## config.mk

```make
export PLATFORM = sky130hd
export DESIGN_NAME = touch_sup_arb
export DESIGN_NICKNAME = d
export VERILOG_FILES = /design/src/rtl/touch_sup_pkg.sv /design/src/rtl/touch_sup_rst_sync.sv /design/src/rtl/touch_sup_strap.sv /design/src/rtl/touch_sup_arbiter.sv /design/src/rtl/touch_sup_marker.sv /design/src/rtl/touch_sup_arb.sv
export SDC_FILE = /design/constraint.sdc
export NUM_CORES = 1
export LEC_CHECK = 0
export ABC_CLOCK_PERIOD_IN_PS = 2500
export BUFFER_PORTS_ARGS = -buffer_cell sky130_fd_sc_hd__buf_2
export CORE_MARGIN = 5
export CORE_UTILIZATION = 40
export DETAILED_ROUTE_END_ITERATION = 8
export GPL_ROUTABILITY_DRIVEN = 0
export HOLD_SLACK_MARGIN = 0.02
export PLACE_DENSITY = 0.64
export SYNTH_ARGS = -nofsm -noshare
export SYNTH_HDL_FRONTEND = slang
export SYNTH_HIERARCHICAL = 1
export SYNTH_SLANG_ARGS = --single-unit
export TNS_END_PERCENT = 10
```

## constraint.sdc

```tcl
create_clock -name clk -period 2.5 [get_ports clk]
set_input_delay 0.125 -clock clk [delete_from_list [all_inputs] [get_ports clk]]
set_output_delay 0.125 -clock clk [all_outputs]
set_load 0.01 [all_outputs]
```

## src/rtl/touch_sup_pkg.sv

```systemverilog
package touch_sup_pkg;
  typedef enum logic [1:0] {
    MK_WAIT  = 2'd0,
    MK_PULSE = 2'd1,
    MK_DONE  = 2'd2
  } mark_state_e;
endpackage

```

## src/rtl/touch_sup_rst_sync.sv

```systemverilog
module touch_sup_rst_sync (
  input  logic clk,
  input  logic rst_n,
  output logic rst_sync_n
);
  logic [1:0] sync_q;

  always_ff @(posedge clk or negedge rst_n) begin
    if (!rst_n) sync_q <= 2'b00;
    else        sync_q <= {sync_q[0], 1'b1};
  end

  assign rst_sync_n = sync_q[1];
endmodule

```

## src/rtl/touch_sup_strap.sv

```systemverilog
module touch_sup_strap (
  input  logic clk,
  input  logic rst_n,
  input  logic strap_i,
  output logic mode_o,
  output logic armed_o
);
  logic mode_q, mode_d;
  logic armed_q, armed_d;

  always_comb begin
    armed_d = 1'b1;
    mode_d  = armed_q ? mode_q : strap_i;
  end

  always_ff @(posedge clk or negedge rst_n) begin
    if (!rst_n) begin
      mode_q  <= 1'b0;
      armed_q <= 1'b0;
    end else begin
      mode_q  <= mode_d;
      armed_q <= armed_d;
    end
  end

  assign mode_o  = mode_q;
  assign armed_o = armed_q;

  // once captured, the mode never moves
  a_r8_mode_frozen: assert property (@(posedge clk) disable iff (!rst_n)
    armed_q |=> $stable(mode_q));
endmodule

```

## src/rtl/touch_sup_arbiter.sv

```systemverilog
module touch_sup_arbiter #(
  parameter int N_KEYS = 4
) (
  input  logic              clk,
  input  logic              rst_n,
  input  logic              armed_i,
  input  logic              sup_on_i,
  input  logic              step_i,
  input  logic [N_KEYS-1:0] det_i,
  output logic [N_KEYS-1:0] rep_o
);
  logic [N_KEYS-1:0] rep_q, rep_d;
  logic [N_KEYS-1:0] pick;
  logic              step_en;
  logic              owner_held;

  assign step_en    = step_i & armed_i;
  assign owner_held = |(rep_q & det_i);

  // lowest-numbered detecting key
  always_comb begin
    pick = '0;
    for (int k = N_KEYS - 1; k >= 0; k--) begin
      if (det_i[k]) begin
        pick    = '0;
        pick[k] = 1'b1;
      end
    end
  end

  always_comb begin
    rep_d = rep_q;
    if (step_en) begin
      if (!sup_on_i)         rep_d = det_i;
      else if (rep_q == '0)  rep_d = pick;
      else if (!owner_held)  rep_d = '0;
    end
  end

  always_ff @(posedge clk or negedge rst_n) begin
    if (!rst_n) rep_q <= '0;
    else        rep_q <= rep_d;
  end

  assign rep_o = rep_q;

  // single winner under suppression
  a_r3_one_winner: assert property (@(posedge clk) disable iff (!rst_n)
    sup_on_i |-> ($countones(rep_q) <= 1));

  // nothing moves between acquisition steps
  a_r7_hold_between: assert property (@(posedge clk) disable iff (!rst_n)
    !step_i |=> $stable(rep_q));

  // a still-detecting owner is kept
  a_r4_owner_kept: assert property (@(posedge clk) disable iff (!rst_n)
    (armed_i && sup_on_i && step_i && rep_q != '0 && (rep_q & det_i) != '0)
      |=> (rep_q == $past(rep_q)));

  // a released owner leaves an empty report for one step
  a_r6_release_gap: assert property (@(posedge clk) disable iff (!rst_n)
    (armed_i && sup_on_i && step_i && rep_q != '0 && (rep_q & det_i) == '0)
      |=> (rep_q == '0));
endmodule

```

## src/rtl/touch_sup_marker.sv

```systemverilog
module touch_sup_marker
  import touch_sup_pkg::*;
#(
  parameter int MARK_DELAY = 2000000,
  parameter int MARK_WIDTH = 50
) (
  input  logic clk,
  input  logic rst_n,
  output logic pulse_o
);
  localparam int CNT_MAX = (MARK_DELAY > MARK_WIDTH) ? MARK_DELAY : MARK_WIDTH;
  localparam int CNT_W   = $clog2(CNT_MAX + 1);
  localparam logic [CNT_W-1:0] DLY_LAST = CNT_W'(MARK_DELAY - 1);
  localparam logic [CNT_W-1:0] WID_LAST = CNT_W'(MARK_WIDTH - 1);

  mark_state_e      st_q, st_d;
  logic [CNT_W-1:0] cnt_q, cnt_d;

  always_comb begin
    st_d  = st_q;
    cnt_d = cnt_q;
    case (st_q)
      MK_WAIT: begin
        if (cnt_q == DLY_LAST) begin
          st_d  = MK_PULSE;
          cnt_d = '0;
        end else begin
          cnt_d = cnt_q + 1'b1;
        end
      end
      MK_PULSE: begin
        if (cnt_q == WID_LAST) begin
          st_d  = MK_DONE;
          cnt_d = '0;
        end else begin
          cnt_d = cnt_q + 1'b1;
        end
      end
      default: begin
        st_d  = MK_DONE;
        cnt_d = '0;
      end
    endcase
  end

  always_ff @(posedge clk or negedge rst_n) begin
    if (!rst_n) begin
      st_q  <= MK_WAIT;
      cnt_q <= '0;
    end else begin
      st_q  <= st_d;
      cnt_q <= cnt_d;
    end
  end

  assign pulse_o = (st_q == MK_PULSE);

  // once the pulse ends it never comes back
  a_r10_single_pulse: assert property (@(posedge clk) disable iff (!rst_n)
    $fell(pulse_o) |-> (st_q == MK_DONE));
  a_r10_done_quiet: assert property (@(posedge clk) disable iff (!rst_n)
    (st_q == MK_DONE) |=> !pulse_o);
endmodule

```

## src/rtl/touch_sup_arb.sv

```systemverilog
module touch_sup_arb #(
  parameter int N_KEYS     = 4,
  parameter int MARK_KEY   = 2,
  parameter int MARK_DELAY = 2000000,
  parameter int MARK_WIDTH = 50
) (
  input  logic              clk,
  input  logic              rst_n,
  input  logic              sup_strap_i,
  input  logic              acq_step_i,
  input  logic [N_KEYS-1:0] key_det_i,
  output logic [N_KEYS-1:0] key_pd_en_o,
  output logic [N_KEYS-1:0] key_pin_o
);
  logic              rst_sync_n;
  logic              sup_on;
  logic              armed;
  logic              mark_pulse;
  logic [N_KEYS-1:0] rep;

  touch_sup_rst_sync u_rst (
    .clk        (clk),
    .rst_n      (rst_n),
    .rst_sync_n (rst_sync_n)
  );

  touch_sup_strap u_strap (
    .clk     (clk),
    .rst_n   (rst_sync_n),
    .strap_i (sup_strap_i),
    .mode_o  (sup_on),
    .armed_o (armed)
  );

  touch_sup_arbiter #(.N_KEYS(N_KEYS)) u_arb (
    .clk      (clk),
    .rst_n    (rst_sync_n),
    .armed_i  (armed),
    .sup_on_i (sup_on),
    .step_i   (acq_step_i),
    .det_i    (key_det_i),
    .rep_o    (rep)
  );

  touch_sup_marker #(.MARK_DELAY(MARK_DELAY), .MARK_WIDTH(MARK_WIDTH)) u_mark (
    .clk     (clk),
    .rst_n   (rst_sync_n),
    .pulse_o (mark_pulse)
  );

  for (genvar k = 0; k < N_KEYS; k++) begin : g_out
    if (k == MARK_KEY) begin : g_mark
      assign key_pd_en_o[k] = rep[k] | mark_pulse;
    end else begin : g_plain
      assign key_pd_en_o[k] = rep[k];
    end
    assign key_pin_o[k] = ~key_pd_en_o[k];
  end

  // a driven pin reads low
  a_r9_pin_low: assert property (@(posedge clk) disable iff (!rst_sync_n)
    (key_pd_en_o & key_pin_o) == '0);
endmodule

```

# Word level (Yosys, flattened, before mapping)
# Cells that the tools add are included.
dict set report classes {
  addsub 1
  mul 0
  n_div 0
  n_lt_le_gt_ge 0
  n_eq_ne 6
  shifts 0
  mux 13
  n_bitwise 7
  reduce_logical 5
}
# operator n
set op_table {}
lappend op_table {{$mux W21} 2}
lappend op_table {{$pmux W21 S2} 1}
lappend op_table {{$mux W4} 7}
lappend op_table {{$add A21 B1 Y21 const B} 1}
lappend op_table {{$eq A21 B21 Y1 const B} 1}
lappend op_table {{$eq A21 B6 Y1 const B} 1}
lappend op_table {{$and A4 B4 Y4} 1}
lappend op_table {{$logic_not A4 Y1} 1}
lappend op_table {{$mux W2} 2}
lappend op_table {{$ne A2 B1 Y1 const B} 2}
lappend op_table {{$not A1 Y1} 4}
lappend op_table {{$pmux W2 S2} 1}
lappend op_table {{$reduce_and A2 Y1} 2}
lappend op_table {{$reduce_or A4 Y1} 1}
lappend op_table {{$ne A3 B3 Y1 const B} 1}
lappend op_table {{$eq A2 B1 Y1 const B} 1}
lappend op_table {{$logic_not A2 Y1} 1}
lappend op_table {{$and A1 B1 Y1} 1}
lappend op_table {{$or A1 B1 Y1} 1}
dict set report word_totals {
  regBits 31
  latch_bits 0
  mem_bits_rw 0
  rom_bits 0
  memories 0
}

# Longest topological paths before layout
# Gate-level depths: netlist (run 1).
dict set report logic_depth {
  ltp_word 6
  mapped_depth 7
}

# Cells and area by module
# Netlist (run 1), hierarchy kept.
# module instances cells_each area_each_um2 seq_area_each_um2
set by_module_without_submodules {}
lappend by_module_without_submodules {touch_sup_marker 1 125 1262.5 575.6}
lappend by_module_without_submodules {touch_sup_arbiter 1 24 249.0 100.1}
lappend by_module_without_submodules {touch_sup_strap 1 4 68.8 50.0}
lappend by_module_without_submodules {touch_sup_rst_sync 1 3 53.8 50.0}
lappend by_module_without_submodules {touch_sup_arb 1 5 21.3 0.0}

# Worst setup path after synthesis (run 1)
# No wires, ideal clock.
dict set report synth_path {
  path_kind {register -> register}
  from {register u_mark.cnt_q[1]}
  to {register u_mark.st_q[0]}
  setup_ns 0.128
  arrival_ns 1.638
  t_required_ns 2.372
  path_slack_ns 0.733
  path_stages_with_launch 7
  path_buffers 1
  synth_period_minus_slack_ns 1.767
  cell_sequence {dfrtp_1 inv_1 ha_1 or4b_1 o31ai_2 buf_2 o31ai_1}
}
dict set report synth_via {
  elab_chain_len 3
  elab_cells_between_ends 5
  classes_between {eq/ne: 4; reduce/logical: 1}
}
# element line
set synth_rtl {}
lappend synth_rtl {{start: declaration} touch_sup_marker.sv:17} ;# logic [CNT_W-1:0] cnt_q, cnt_d;
lappend synth_rtl {{start signal: assignment} touch_sup_marker.sv:52} ;# cnt_q <= cnt_d;
lappend synth_rtl {{$eq A21 B21 Y1 / $eq A21 B6 Y1 (equally long branches)} {touch_sup_marker.sv:24, touch_sup_marker.sv:32}}
lappend synth_rtl {{$ne A2 B1 Y1 (no source line)} -}
lappend synth_rtl {{$reduce_and A2 Y1 (no source line) (*)} -}
lappend synth_rtl {{end signal: assignment} touch_sup_marker.sv:51} ;# st_q <= st_d;
lappend synth_rtl {{end: declaration} touch_sup_marker.sv:16} ;# mark_state_e st_q, st_d;
# Every way passes the cells marked *; elsewhere a longest branch is shown, timed or not.
# A chain may end at the register's enable or synchronous reset.

# Worst setup path in the final report (run 1)
dict set report layout_path {
  from {register u_mark.cnt_q[0]}
  to {register u_mark.cnt_q[18]}
}
dict set report layout_via {
  elab_chain_len 3
  elab_cells_between_ends 6
  classes_between {add/sub: 1; eq/ne: 2; mux: 3}
}
# element line
set layout_rtl {}
lappend layout_rtl {{$add A21 B1 Y21, or another cell as far along} {touch_sup_marker.sv:28, touch_sup_marker.sv:36}}
lappend layout_rtl {{$mux W21, on equally long branches} {touch_sup_marker.sv:32, touch_sup_marker.sv:24}}
lappend layout_rtl {{$pmux W21 S2 (*)} touch_sup_marker.sv:22} ;# case (st_q)
lappend layout_rtl {{named net u_mark.cnt_d[18]} touch_sup_marker.sv:17}
# The timed path passes the listed nets; every way through them passes the cells marked *.

==> results.toml, run 1 <==
[routing]
drt_wl_total_mm = 3.67
drtIter0Drc = 55
ant_nets = 0
dr.pass1.iters = 4
drcViolationCount = 0
post_drt_wl_per_cell_um = 15.7
dr_total_vias = 1362
drt-vias-per-instance = 5.85

[logic_synthesis]
async_flop_share = 1.00
ys_seq_elements = 31
synth_common_cells = "31 x dfrtp_1, 12 x a21oi_1, 9 x inv_1, 9 x nand2_1"
synth-edff-count = 0
syn_nets = 171
yosys_warnings = 6
yosys.cell_count.top_type = "dfrtp_1"
synth_top_cell_by_area = "dfrtp_1"
synth.top_cell.area_share = 0.469
netlist_instances = 161
ys.flop_type = "dfrtp_1"
avgSynthCellArea_um2 = 10.3
syn-cell-area_um2 = 1660
ys_top_cells_by_area = "dfrtp_1 47%, a21oi_1 3.6%, xnor2_1 3.2%"
ys_seq_area_frac = 0.469
synth.distinct_cells = 42

[sta]
drv_slew = 0
clock.fmax_mhz = 506
rsz0062_at_grt = "false"
setup_viol = 0
clock_skew_ns = 0.00545
hold_violations = 0
finalSetupTns_ns = 0
period_needed_ns = 1.97
finalCritPeriodShare = 0.790

[power]
ir_drop_mv = 0.287
powerDensity_nw_per_um2 = 614
p_leak_nw = 0.867

[global_routing]
grt_pass1_wl_mm = 6.38
grt_max_degree = 30
grt_usage = 0.153
grt_overflow = 0
antenna_found_initial = 0
grt_pass1_vias = 1424

[clock_network]
clk_path_buf_depth = 2
clock_latency_ns = 0.29
postCtsSetupRepairBufs = 0
tritoncts = "done"
clock_tree.root_cell = "clkbuf_8"
post_cts_resized = 0
clock_sinks = 31
cts_max_level = 2
cts_buffers = 5
clk_pin_slew_ns = 0.07
hold_buffers = 1

[worst_setup_path]
path_class = "flop to flop"
worstPathArrival_ns = 2.18
worst_path_largest_cell_delay_ns = 0.54
rr_startpoint = "u_mark/cnt_q[0]$_DFF_PN0_"
worstPathMaxFanout = 7
crit_family = "simple AND/OR/NAND/NOR gates"
critPathSlowestCell = "or4_1"
worstPathCellList = "ha_1 -> and3_1 -> nand2_1 -> or4_1 -> a22oi_1"
end_kind = "flop"
path_buf_inv = 0
crit_start = "u_mark/cnt_q[0]$_DFF_PN0_"
start_kind = "flop"
crit_required_ns = 2.70

[floorplan]
die_w_um = 74.3
initial_core_util = 0.414
dieArea_um2 = 5520
num_io_pins = 16
fp.dieH_um = 74.3
rows = 23
core_area_um2 = 4000

[finish]
fin_cells = 233
fill_cells = 368
layout.nets = 192
antenna_cells = 0
syn_to_final_growth_pct = 14.8
drive_gt1_frac = 0.213
design_area_um2 = 1900

[hold_path]
hold_path_class = "input port to flop"
hp-start = "sup_strap_i"

[status]
status = "completed"

[placed_design]
dp_cells = 224
port_buffers = 15
dpl.hpwl_mm = 2.62
placed_area_um2 = 1790

[job]
maxCapViolCount = 0
[worst reg2reg max path: stages, from the launching register on]
cell and delay [ns]:
dfrtp_1 0.43, ha_1 0.21, and3_1 0.33, nand2_1 0.22, or4_1 0.54, a22oi_1 0.17
[per-layer routing]
metal / track usage / wire length, um / up-vias
li1: - / - / 639
met3: 0.0486 / 258 / 11
met1: 0.170 / 1520 / 668
met4: 0.0870 / 102 / 0
met5: 0 / 0 / -
met2: 0.258 / 1790 / 44
[final timing paths]
kind / cells past startpoint / slack (ns) / endpoint
max in group asynchronous: 1 / 1.97 / u_mark/cnt_q[14]$_DFF_PN0_
hold reg to reg: 1 / 0.25 / u_arb/rep_o[2]$_DFFE_PN0P_
setup reg to reg: 5 / 0.53 / u_mark/cnt_q[18]$_DFF_PN0_
setup / recovery: 5 / 0.53 / u_mark/cnt_q[18]$_DFF_PN0_
min in group asynchronous: 2 / 0.15 / u_rst/sync_q[0]$_DFF_PN0_
hold / removal: 2 / 0.07 / u_strap/mode_o$_DFFE_PN0N_
[state kept, by name, indices dropped and copies added, names as in the netlist]
| register | cells |
|---|---|
| u_strap/mode_o | 1 |
| u_mark/cnt_q | 21 |
| u_mark/st_q | 2 |
| u_strap/armed_o | 1 |
| u_arb/rep_o | 4 |
| u_rst/sync_q | 2 |
[layout by cell type, fill, tap and decap left out, drive strengths merged, types with 3 or more instances in the layout]
| cell type | synthesis | layout |
|---|---|---|
| o21ai | 6 | 6 |
| nor4 | 3 | 3 |
| a21oi | 12 | 12 |
| clkbuf | 0 | 8 |
| inv | 9 | 9 |
| a22oi | 7 | 7 |
| nand3 | 9 | 9 |
| buf | 7 | 20 |
| nor2 | 5 | 5 |
| or3 | 4 | 4 |
| xor2 | 6 | 6 |
| dfrtp | 31 | 31 |
| mux2i | 3 | 3 |
| nand4 | 8 | 8 |
| or4 | 5 | 5 |
| and3 | 3 | 3 |
| nand2 | 10 | 10 |
| xnor2 | 6 | 6 |
| o31ai | 6 | 6 |
[per-stage QoR]
| stage | total power [mW] | hold WS (ns) | util | worst slack (ns) |
|---|---|---|---|---|
| after floorplan | 0.667 | -0.171 | - | 0.733 |
| after global placement | 0.733 | -0.0901 | 0.448 | 0.632 |
| after detailed placement | 0.740 | -0.0888 | 0.448 | 0.512 |
| after CTS | 1.18 | 0.0632 | 0.475 | 0.543 |
| after global routing | 1.23 | 0.0722 | 0.475 | 0.363 |
| final | 1.17 | 0.0709 | 0.475 | 0.525 |
[kinds of logic (layout without fill, tap and decap cells)]
family	count (synthesis)	after routing	synth area share
DFF	31	31	0.469
adders and majority gates	2	2	0.0151
AOI/OAI and AO/OA	38	38	0.169
xor gates and xnor gates	12	12	0.0635
other	2	2	0.00454
buffers and inverters	16	38	0.0446
and+or+nand+nor	56	56	0.207
muxes	4	4	0.0272
[power by group]
part | total [mW] | switching (mW) | internal, mW
sequential | 0.557 | 0.0307 | 0.526
clock | 0.436 | 0.185 | 0.251
combinational | 0.175 | 0.0957 | 0.0790
total | 1.17 | 0.311 | 0.856
[area by class of cell]
cell class	instances	area [um2]	area share
clock buffers	8	100	0.0527
inverters	9	33.8	0.0178
multi-input cells	114	806	0.424
flip-flops and latches	31	776	0.408
well taps	50	62.6	0.0329
repair buffers	21	123	0.0645
Power figures use the tool's default switching activity.
==> run 2: changes to the inputs <==
--- a/config.mk
+++ b/config.mk
@@ -5,7 +5,7 @@
 export SDC_FILE = /design/constraint.sdc
 export NUM_CORES = 1
 export LEC_CHECK = 0
-export ABC_CLOCK_PERIOD_IN_PS = 2500
+export ABC_CLOCK_PERIOD_IN_PS = 2000
 export BUFFER_PORTS_ARGS = -buffer_cell sky130_fd_sc_hd__buf_2
 export CORE_MARGIN = 5
 export CORE_UTILIZATION = 40
==> constraint.sdc (replaced) <==
create_clock -name clk -period 2 [get_ports clk]
set_input_delay 0.1 -clock clk [delete_from_list [all_inputs] [get_ports clk]]
set_output_delay 0.1 -clock clk [all_outputs]
set_load 0.01 [all_outputs]
==> run 2 against run 1 <==
- clock power increased by 7.3%
- critical path depth increased by 1
- routed wire length decreased by 4.8%
- final cell count increased by 1.7%
- worst setup slack got worse by 0.39 ns
- sequential cell count unchanged
- power increased by 18%
- clock-buffer cell count decreased by 1
- sequential share of layout area decreased by 0.44 points
- sequential power increased by 25%
==> results.toml, run 2 (synthesis gave the netlist of run 1 again) <==
[sta]
rsz0062_at_grt = "false"
clock.fmax_mhz = 536
drv_slew = 0
period_needed_ns = 1.87
worst_slack_ns = 0.133
setup_viol = 0
clock_skew_ns = 0.00764
finalSetupTns_ns = 0
hold_violations = 0
finalCritPeriodShare = 0.934

[finish]
largest_reg_flops = 21
final_util = 0.481
layout_common_cells = "30 x dfrtp_1, 15 x buf_2, 12 x a21oi_1"
drive_gt1_frac = 0.230
syn_to_final_growth_pct = 16.3
layout_commonest_cell = "dfrtp_1"
layout.nets = 196
design_area_um2 = 1920
regMostFlops = "u_mark/cnt_q"
antenna_cells = 0

[global_routing]
use_met3 = 0.0500
gr-max-usage-layer = "met2"
grt_max_degree = 30
met2_usage = 0.261
grt_overflow = 0
antenna_found_initial = 0
grt_pass1_vias = 1421
grt_usage = 0.151
grt_pass1_wl_mm = 6.40
use_met1 = 0.177

[clock_network]
tritoncts = "done"
clock_latency_ns = 0.28
clk_pin_slew_ns = 0.06
clock_sinks = 31
clk_path_buf_depth = 2
cts_max_level = 2
cts_buffers = 5
clock_tree.root_cell = "clkbuf_8"

[power]
p_leak_nw = 0.906
ir_drop_mv = 0.330
clkPwrFrac = 0.340
swShare = 0.273
switching_power_uw = 376
powerDensity_nw_per_um2 = 715
p_seq_frac = 0.506
p_comb_frac = 0.154
power.total_mw = 1.38
intPower_mw = 1.00

[routing]
drt_wl_total_mm = 3.49
dr.pass1.iters = 4
drt-vias-per-instance = 5.72
ant_nets = 0
drcViolationCount = 0
drtIter0Drc = 44
dr_total_vias = 1355
post_drt_wl_per_cell_um = 14.7

[hold_path]
hold_path_class = "input port to flop"

[worst_setup_path]
end_kind = "flop"
worstPathArrival_ns = 2.03
path_class = "flop to flop"
start_kind = "flop"
crit_required_ns = 2.16
worstPathMaxFanout = 12
reg2reg_slack_ns = 0.13

[floorplan]
fp.dieH_um = 74.3
core_area_um2 = 4000
die_w_um = 74.3
initial_core_util = 0.414
rows = 23
num_io_pins = 16
dieArea_um2 = 5520

[placed_design]
pre_cts_ws_ns = 0.0939
port_buffers = 15
placed_area_um2 = 1820
dpl.hpwl_mm = 2.53

[job]
maxCapViolCount = 0

[status]
status = "completed"
-- run 2: cell count changes in the layout (fill, tap and decap cells not counted) --
| cell | delta |
|---|---|
| dfrtp_1 | -1 |
| o41ai_4 | +1 |
| clkbuf_1 | +1 |
| clkbuf_8 | -2 |
| o41ai_2 | -1 |
| buf_4 | +4 |
| clkinv_2 | +1 |
| dfrtp_2 | +1 |
-- run 2: area by class of cell --
cell class	instances	area [um2]
multi-input cells	114	817
fillers	364	2080
well taps	50	62.6
repair buffers	25	153
clock buffers	7	76.3
clock inverters	1	5.00
inverters	9	33.8
flip-flops and latches	31	777
-- run 2: power groups by stage --
stage,clock network [mW],registers (mW),logic (mW)
floorplan,0,0.718,0.116
global placement,0,0.705,0.210
detailed placement,0,0.708,0.214
CTS,0.485,0.696,0.217
global route,0.512,0.701,0.236
finish,0.468,0.696,0.212
-- run 2: worst max-delay path, stage by stage (launching register included) --
cell and delay (ns):
dfrtp_1 0.40, ha_1 0.21, and3_1 0.26, nand3_2 0.15
o41ai_4 0.38, buf_4 0.25, a21oi_1 0.09
-- run 2: final timing paths --
| check | cells after the start | endpoint | start |
|---|---|---|---|
| max | 6 | u_mark/cnt_q[2]$_DFF_PN0_ | u_mark/cnt_q[1]$_DFF_PN0_ |
| min | 2 | u_strap/mode_o$_DFFE_PN0N_ | sup_strap_i |
| max reg2reg | 6 | u_mark/cnt_q[2]$_DFF_PN0_ | u_mark/cnt_q[1]$_DFF_PN0_ |
| min reg2reg | 1 | u_mark/cnt_q[1]$_DFF_PN0_ | u_rst/sync_q[1]$_DFF_PN0_ |
| max in group asynchronous | 1 | u_mark/cnt_q[0]$_DFF_PN0_ | u_rst/sync_q[1]$_DFF_PN0_ |
| min in group asynchronous | 2 | u_rst/sync_q[0]$_DFF_PN0_ | rst_n |
-- run 2: what timing repair did --
action / CTS / global route
hold buffers: 1 / 0
setup buffers: 0 / 0
setup endpoints to repair: 0 / 19
resized for setup: 0 / 2
endpoints found under the hold margin: 2 / 0
-- run 2: per-stage QoR --
stage,instances,hold WS (ns)
floorplan,161,-0.196
global placement,228,-0.115
detailed placement,228,-0.112
CTS,237,0.0420
global route,237,0.0465
finish,237,0.0486
-- run 2: routing by layer --
layer	share of wire	wire, um
met1	0.43	1490
met3	0.056	194
met2	0.50	1730
met5	0	0
met4	0.021	74
==> run 3: changes to the inputs <==
--- a/config.mk
+++ b/config.mk
@@ -6,7 +6,7 @@
 export NUM_CORES = 1
 export LEC_CHECK = 0
 export ABC_CLOCK_PERIOD_IN_PS = 2000
-export BUFFER_PORTS_ARGS = -buffer_cell sky130_fd_sc_hd__buf_2
+export BUFFER_PORTS_ARGS = -buffer_cell sky130_fd_sc_hd__buf_4
 export CORE_MARGIN = 5
 export CORE_UTILIZATION = 40
 export DETAILED_ROUTE_END_ITERATION = 8
==> run 3 against run 2 <==
- utilization grew 1.3 points
- die area is the same
- global-route usage shrank 0.37 points
- via count shrank 4.0%
- clock skew shrank 0.0011 ns
- final cell count shrank 0.42%
- critical endpoint is now u_mark/cnt_q[17]$_DFF_PN0_
- non-clock buffer count is the same
- largest power group unchanged
- worst setup slack gained 0.056 ns
- design area grew 2.7%
- routed wire length grew 3.1%
- power grew 12%
- largest cell class unchanged
- critical path depth is the same
==> results.toml, run 3 (synthesis gave the netlist of run 1 again) <==
[finish]
layout_common_cells = "31 x dfrtp_1, 24 x buf_4, 12 x a21oi_1"
layout.nets = 196
syn_to_final_growth_pct = 19.4
regMostFlops = "u_mark/cnt_q"
final_util = 0.494
drive_gt1_frac = 0.231
design_area_um2 = 1980
antenna_cells = 0
largest_reg_flops = 21
layout_commonest_cell = "dfrtp_1"

[clock_network]
cts_max_level = 2
clock_tree.root_cell = "clkbuf_8"
clock_latency_ns = 0.28
clk_pin_slew_ns = 0.06
tritoncts = "done"
cts_buffers = 5
clock_sinks = 31
clk_path_buf_depth = 2
postCtsSetupRepairBufs = 0

[worst_setup_path]
path_class = "flop to flop"
rr_startpoint = "u_mark/cnt_q[0]$_DFF_PN0_"
end_kind = "flop"
crit_family = "compound AO/OA/AOI/OAI gates"
critPathSlowestCell = "dfrtp_1"
path_buf_inv = 1
start_kind = "flop"
reg2reg_slack_ns = 0.19
crit_start = "u_mark/cnt_q[0]$_DFF_PN0_"
worstPathArrival_ns = 1.97
worstPathMaxFanout = 8
worstPathCellList = "ha_1 -> and3_1 -> nand3_2 -> o41ai_2 -> buf_4 -> a22oi_1"
crit_required_ns = 2.16
worst_path_largest_cell_delay_ns = 0.43

[sta]
finalCritPeriodShare = 0.906
clock.fmax_mhz = 552
clock_skew_ns = 0.00654
rsz0062_at_grt = "false"
holdWs_ns = 0.0507
worst_slack_ns = 0.189
setup_viol = 0
finalSetupTns_ns = 0
hold_violations = 0
drv_slew = 0
period_needed_ns = 1.81

[global_routing]
gr-max-usage-layer = "met2"
grt_overflow = 0
antenna_found_initial = 0
use_met1 = 0.164
grt_pass1_vias = 1384
grt_usage = 0.148
grt_pass1_wl_mm = 6.24
use_met3 = 0.0473
met2_usage = 0.266
grt_max_degree = 30

[routing]
drtIter0Drc = 63
drcViolationCount = 0
dr_total_vias = 1301
ant_nets = 0
drt-vias-per-instance = 5.51
drt_wl_total_mm = 3.60
post_drt_wl_per_cell_um = 15.3
dr.pass1.iters = 4

[power]
ir_drop_mv = 0.392
powerDensity_nw_per_um2 = 777
p_leak_nw = 0.902

[placed_design]
placed_area_um2 = 1860
port_buffers = 15
pre_cts_ws_ns = 0.192
dpl.hpwl_mm = 2.63

[floorplan]
core_area_um2 = 4000
dieArea_um2 = 5520
num_io_pins = 16
rows = 23
initial_core_util = 0.414
fp.dieH_um = 74.3
die_w_um = 74.3

[hold_path]
hold_path_class = "input port to flop"
hp-start = "sup_strap_i"

[status]
status = "completed"

[job]
maxCapViolCount = 0
==> run 3: per-stage QoR <==
step / instances / power (mW)
global route: 236 / 1.61
floorplan: 161 / 0.834
finish: 236 / 1.54
CTS: 236 / 1.55
detailed placement: 228 / 0.963
global placement: 228 / 0.951
==> run 3: area by class of cell <==
type,instances,area [um2]
tap,50,62.6
fill,362,2020
multi-input combinational,114,812
inverter,9,33.8
clock buffer,6,72.6
timing repair buffer,25,190
sequential,31,776
clock inverter,1,30.0
==> run 3: timing repair <==
item	4_1_cts	5_1_grt
hold buffers	1	0
endpoints found under the setup margin	0	21
hold endpoints to repair	2	0
gates resized for setup	0	1
==> run 3: final timing paths <==
kind	endpoint	depth (start not counted)
worst max-delay path	u_mark/cnt_q[17]$_DFF_PN0_	6
worst min-delay path	u_strap/mode_o$_DFFE_PN0N_	2
worst max register to register	u_mark/cnt_q[17]$_DFF_PN0_	6
worst min register to register	u_mark/st_q[1]$_DFFE_PN0P_	1
max in group asynchronous	u_mark/cnt_q[15]$_DFF_PN0_	1
min in group asynchronous	u_rst/sync_q[1]$_DFF_PN0_	2
==> run 3: power breakdown <==
group / internal (mW) / total [mW] / leakage, nW / switching, mW
clock network: 0.364 / 0.584 / 0.0513 / 0.219
registers: 0.658 / 0.698 / 0.409 / 0.0393
logic: 0.130 / 0.254 / 0.441 / 0.125
total: 1.15 / 1.54 / 0.902 / 0.383
==> run 3: layer usage <==
metal | part of all wire | up-vias
met2 | 0.51 | 33
li1 | - | 638
met5 | 0 | -
met4 | 0.014 | 0
met1 | 0.41 | 622
met3 | 0.060 | 8
